[src/rtl/rstseq_pkg.sv]
package rstseq_pkg;

    localparam int STRAP_W = 16;
    localparam int CFG_W   = 4;

    // Captured boot straps, most significant selected bit first
    typedef struct packed {
        logic s14;
        logic s8;
        logic s4;
        logic s3;
    } boot_cfg_t;

    // Pin group output enables
    typedef struct packed {
        logic mem_bus;
        logic grp1;
        logic grp2;
    } pin_oe_t;

    function automatic boot_cfg_t pick_straps(input logic [STRAP_W-1:0] d);
        boot_cfg_t c;
        c.s14 = d[14];
        c.s8  = d[8];
        c.s4  = d[4];
        c.s3  = d[3];
        return c;
    endfunction

endpackage

[src/rtl/rstseq_sync.sv]
module rstseq_sync (
    input  logic clk,
    input  logic arst_n,
    output logic rel_o
);
    logic ff1, ff2;

    always_ff @(posedge clk or negedge arst_n) begin
        if (!arst_n) begin
            ff1 <= 1'b0;
            ff2 <= 1'b0;
        end else begin
            ff1 <= 1'b1;
            ff2 <= ff1;
        end
    end

    assign rel_o = ff2;
endmodule

[src/rtl/rstseq_stretch.sv]
module rstseq_stretch #(
    parameter int STRETCH_CYC = 512,
    parameter int CORE_DIV    = 8
) (
    input  logic clk,
    input  logic arst_n,
    input  logic rel_i,
    output logic done_o,
    output logic core_en_o
);
    localparam int CNT_W = (STRETCH_CYC > 2) ? $clog2(STRETCH_CYC) : 1;
    localparam int DIV_W = (CORE_DIV > 2) ? $clog2(CORE_DIV) : 1;
    localparam logic [CNT_W-1:0] LAST    = CNT_W'(STRETCH_CYC - 1);
    localparam logic [DIV_W-1:0] DIV_TOP = DIV_W'(CORE_DIV - 1);

    logic [CNT_W-1:0] cnt;
    logic [DIV_W-1:0] div;
    logic             done;

    // Stretch counter: starts after synchronized release, cleared on any reset
    always_ff @(posedge clk or negedge arst_n) begin
        if (!arst_n) begin
            cnt  <= '0;
            done <= 1'b0;
        end else if (rel_i && !done) begin
            if (cnt == LAST) done <= 1'b1;
            else             cnt  <= cnt + 1'b1;
        end
    end

    // Free-running divider for the slow core clock during reset
    always_ff @(posedge clk or negedge arst_n) begin
        if (!arst_n) div <= '0;
        else         div <= div + 1'b1;
    end

    assign done_o    = done;
    assign core_en_o = done | (div == DIV_TOP);


    stretch_len_chk: assert property (@(posedge clk) disable iff (!arst_n)
        $rose(done) |-> ($past(cnt) == LAST) && $past(rel_i));


    div_gap_chk: assert property (@(posedge clk) disable iff (!arst_n)
        (!done && core_en_o) |=> !core_en_o);
endmodule

[src/rtl/rstseq_strap.sv]
module rstseq_strap
    import rstseq_pkg::*;
(
    input  logic               clk,
    input  logic               arst_n,
    input  logic               rel_i,
    input  logic [STRAP_W-1:0] host_data_i,
    output boot_cfg_t          cfg_o
);
    logic      rel_q;
    boot_cfg_t cfg_q;

    always_ff @(posedge clk or negedge arst_n) begin
        if (!arst_n) begin
            rel_q <= 1'b0;
            cfg_q <= '0;
        end else begin
            rel_q <= rel_i;
            if (rel_i && !rel_q) cfg_q <= pick_straps(host_data_i);
        end
    end

    assign cfg_o = cfg_q;


    strap_hold_chk: assert property (@(posedge clk) disable iff (!arst_n)
        rel_q |=> $stable(cfg_q));
endmodule

[src/rtl/rstseq_top.sv]
module rstseq_top
    import rstseq_pkg::*;
#(
    parameter int STRETCH_CYC = 512,
    parameter int CORE_DIV    = 8
) (
    input  logic                clk,
    input  logic                ext_rst_n,
    input  logic [STRAP_W-1:0]  host_data,
    input  logic                core_busreq,
    input  logic                cfg_we,
    input  logic                cfg_wdata,
    output logic                int_rst_n,
    output logic                rst_done,
    output logic                core_clk_en,
    output logic [CFG_W-1:0]    boot_cfg,
    output logic [2:0]          pin_oe,
    output logic                busreq,
    output logic                clkout_a_oe,
    output logic                clkout_b_oe,
    output logic                clkout_c_force_low,
    output logic                pll_bypass
);
    logic      rel;
    logic      done;
    boot_cfg_t cfg;
    pin_oe_t   oe;
    logic      bypass_q;

    rstseq_sync u_sync (
        .clk    (clk),
        .arst_n (ext_rst_n),
        .rel_o  (rel)
    );

    rstseq_stretch #(
        .STRETCH_CYC (STRETCH_CYC),
        .CORE_DIV    (CORE_DIV)
    ) u_stretch (
        .clk       (clk),
        .arst_n    (ext_rst_n),
        .rel_i     (rel),
        .done_o    (done),
        .core_en_o (core_clk_en)
    );

    rstseq_strap u_strap (
        .clk         (clk),
        .arst_n      (ext_rst_n),
        .rel_i       (rel),
        .host_data_i (host_data),
        .cfg_o       (cfg)
    );

    // PLL bypass control: set by reset, writable only after release
    always_ff @(posedge clk or negedge ext_rst_n) begin
        if (!ext_rst_n)         bypass_q <= 1'b1;
        else if (cfg_we && done) bypass_q <= cfg_wdata;
    end

    always_comb begin
        oe.mem_bus = done;
        oe.grp1    = done;
        oe.grp2    = done;
    end

    assign int_rst_n          = done;
    assign rst_done           = done;
    assign boot_cfg           = cfg;
    assign pin_oe             = oe;
    assign busreq             = core_busreq & done;
    assign clkout_a_oe        = done;
    assign clkout_b_oe        = done;
    assign clkout_c_force_low = ~done;
    assign pll_bypass         = bypass_q;


    pll_bypass_rel_chk: assert property (@(posedge clk) disable iff (!ext_rst_n)
        $rose(done) |-> bypass_q);
endmodule

[config.mk]
export PLATFORM = sky130hd
export DESIGN_NAME = rstseq_top
export DESIGN_NICKNAME = d
export VERILOG_FILES = /design/src/rtl/rstseq_pkg.sv /design/src/rtl/rstseq_sync.sv /design/src/rtl/rstseq_stretch.sv /design/src/rtl/rstseq_strap.sv /design/src/rtl/rstseq_top.sv
export SDC_FILE = /design/constraint.sdc
export NUM_CORES = 1
export LEC_CHECK = 0
export ABC_AREA = 1
export BUFFER_PORTS_ARGS = -buffer_cell sky130_fd_sc_hd__buf_2
export CORE_ASPECT_RATIO = 1.1
export CORE_MARGIN = 4
export CORE_UTILIZATION = 53
export CTS_BUF_LIST = sky130_fd_sc_hd__clkbuf_4 sky130_fd_sc_hd__clkbuf_8
export DETAILED_ROUTE_END_ITERATION = 6
export MAX_ROUTING_LAYER = met4
export PLACE_DENSITY = 0.87
export SLEW_MARGIN = 40
export SYNTH_ARGS = -nofsm -noshare
export SYNTH_HDL_FRONTEND = slang
export SYNTH_SLANG_ARGS = --single-unit
[constraint.sdc]
create_clock -name clk -period 3.1 [get_ports clk]
set_input_delay 0.465 -clock clk [delete_from_list [all_inputs] [get_ports clk]]
set_output_delay 0.465 -clock clk [all_outputs]
set_load 0.02 [all_outputs]
==> reports/metrics.cfg <==
[sta]
fin_hold_ws_ns = 0.0926
slew_violations = 0
setup_slack_ns = 1.17
rsz0062_at_grt = false
finalSetupTns_ns = 0
fin_worst_skew_ns = 0.00592
finalCritPeriodShare_pct = 62.3
hold_viol = 0
fin_crit_ns = 1.93
final-setup-viol-count = 0
fmax_mhz = 518

[clock_tree]
cts_setup_buffers = 0
worstSkewPairLatency_ns = 0.30
clock_sinks = 21
path_clk_slew_ns = 0.11
ctsHtreeMaxLevel = 1
ctsRootBufferMaster = clkbuf_4
postCtsHoldBufs = 0
cts_buffers = 3
clk_path_buf_depth = 2
cts_tree = built
cts_resized = 0

[route]
first_pass_iters = 4
wire_per_inst_um = 11.7
routed_wl_um = 1650
via_per_inst = 4.98
postRouteAntennaNets = 0
vias = 702
drc = 0
initialDrtViolationCount = 7

[final_layout]
regArea_um2 = 527
drive_gt1_share_pct = 27.4
areaGrowthSynthToFinish_pct = 12.1
multiInputGateArea_um2 = 315
final_cells = 141
antenna_cells = 0
num-fill-cells = 141
layout_common_cells = nand2_1, buf_2, dfrtp_1
final_net_count = 150

[setup_path]
reg2reg_depth = 8
cp.required_ns = 2.63
critPathBufInv = 1
cp-end-kind = output port
path_cells = ha_1 -> ha_1 -> or2_2 -> buf_2
crit_type = flop to output port
path_common_cell = ha_1
reg2reg_slack_ns = 1.28
setup.worst_path.start_class = flop
crit_fanout = 2
cp.depth = 4
max_stage_delay_ns = 0.40
critPathSlowestCell = dfrtp_1
arrival_ns = 1.47
critical_path.top_delay_family = flip-flops

[global_routing]
grt_max_degree = 22
grt_pass1_vias = 720
grt_usage_pct = 15.1
overflow = 0
grt_pass1_wl_um = 2960
antenna_found_initial = 0

[yosys]
synth-simple-area-share_pct = 19.7
synth.largest_area_cell = dfrtp_1
synth_seq_cells = 21
synth_warnings = 0
yosysSeqAreaShare_pct = 54.7
synth.area.top_cells = dfrtp_1, nand2_1, inv_1
yosysTopAreaCellShare_pct = 51.9
yosys.area_share.adder_pct = 5.19
syn_inst = 104
ys_types = 24
synth_top_family_by_area = simple AND/OR/NAND/NOR gates
synthXorXnorAreaFrac_pct = 3.64
synth_fp_nets = 129
syn_area_um2 = 963
synth_mux_area_share_pct = 0
syn-mean-instance-area_um2 = 9.26
synth_compound_area_share_pct = 3.77

[power]
power.leakage_nw = 0.650
power_density_nw_per_um2 = 591
finalPower_uw = 638
ir_worst_vdd_mv = 0.399

[floorplanning]
die_y_um = 52.7
die_w_um = 48.7
core_area_um2 = 1650
die-area_um2 = 2560
io_pins = 36
rows = 15
floorplan.initialDensity_pct = 58.3

[place]
routabilityCongestion = 0.854
io_buffers = 23
dp_hpwl_um = 1260
dp.cells = 137
dpl_worst_slack_ns = 1.29

[worst_hold_path]
hp-class = input pin to async pin

[run_status]
status = finished clean

[job]
cap_viol_max_count = 0

## final timing paths
path                                              startpoint                           end
worst max-delay path              u_stretch.div[0]$_DFF_PN0_                   core_clk_en
worst min-delay path                               ext_rst_n          u_sync.ff1$_DFF_PN0_
worst max register to register  u_stretch.cnt[1]$_DFFE_PN0P_  u_stretch.cnt[3]$_DFFE_PN0P_
worst min register to register          u_sync.ff1$_DFF_PN0_        u_sync.rel_o$_DFF_PN0_
max in group asynchronous                          ext_rst_n        pll_bypass$_DFFE_PN1P_
min in group clk                                      cfg_we        pll_bypass$_DFFE_PN1P_
## cells by family after synthesis
| kind of cell | count (synthesis) |
|---|---|
| adder cells (fa/ha/maj) | 4 |
| other | 1 |
| AND/OR/NAND/NOR | 41 |
| AO/OA/AOI/OAI | 7 |
| buffers and inverters | 26 |
| flip-flops | 21 |
| XOR/XNOR | 4 |
## cell usage after synthesis
| master | n |
|---|---|
| a31oi_1 | 1 |
| buf_2 | 1 |
| inv_1 | 17 |
| dfstp_2 | 1 |
| nand4_1 | 2 |
| dfrtp_1 | 20 |
| nor2_1 | 4 |
| or2_0 | 1 |
| xor2_1 | 4 |
| ha_1 | 4 |
| buf_4 | 6 |
| nor2_2 | 1 |
| or2_2 | 1 |
| a21oi_1 | 1 |
| o21ai_0 | 1 |
| conb_1 | 1 |
| nor4_1 | 1 |
| nor3_1 | 1 |
| inv_2 | 2 |
| nor2_4 | 1 |
| nand3_2 | 1 |
| nand2_1 | 23 |
| nand3_1 | 5 |
| o21ai_1 | 4 |
## routing by layer
metal  track usage [%]  vias to the layer above  wire length (um)
met2              28.3                       18               838
li1                  -                      351                 -
met1              15.2                      328               683
met4              6.73                        0                32
met3              2.85                        5                98
met5                 -                        -                 0
## area by class of cell
class / instances / area share, %
clock buffer: 4 / 2.78
timing repair buffer: 23 / 10.7
sequential: 21 / 48.8
multi-input combinational: 57 / 29.2
tap: 17 / 1.97
inverter: 19 / 6.60
## power by group
group	internal (mW)	total, mW	switching [mW]	leakage, nW
Sequential	0.321	0.368	0.0468	0.261
Combinational	0.0526	0.135	0.0824	0.371
Clock	0.0589	0.135	0.0766	0.0184
## through the flow
step / cell area (um^2) / util, %
finish: 1080 / 65.4
global route: 1080 / 65.4
CTS: 1080 / 65.4
detailed placement: 1050 / 63.6
global placement: 1050 / 63.6
floorplan: 963 / -
## state kept, by name, indices dropped and copies added (netlist names)
name and flops:
pll_bypass 1, u_strap.cfg_o 4, u_strap.rel_q 1, u_stretch.cnt 9, u_stretch.div 3, u_stretch.done_o 1, u_sync.ff1 1, u_sync.rel_o 1
## worst reg2reg max path: cells and delay by family (launching register included)
kind	cells	cell delay, ns
xor+xnor	1	0.14
fa+ha+maj	2	0.47
simple gates	4	0.59
flops	1	0.41
buf+inv	1	0.09
Power figures use the tool's default switching activity.
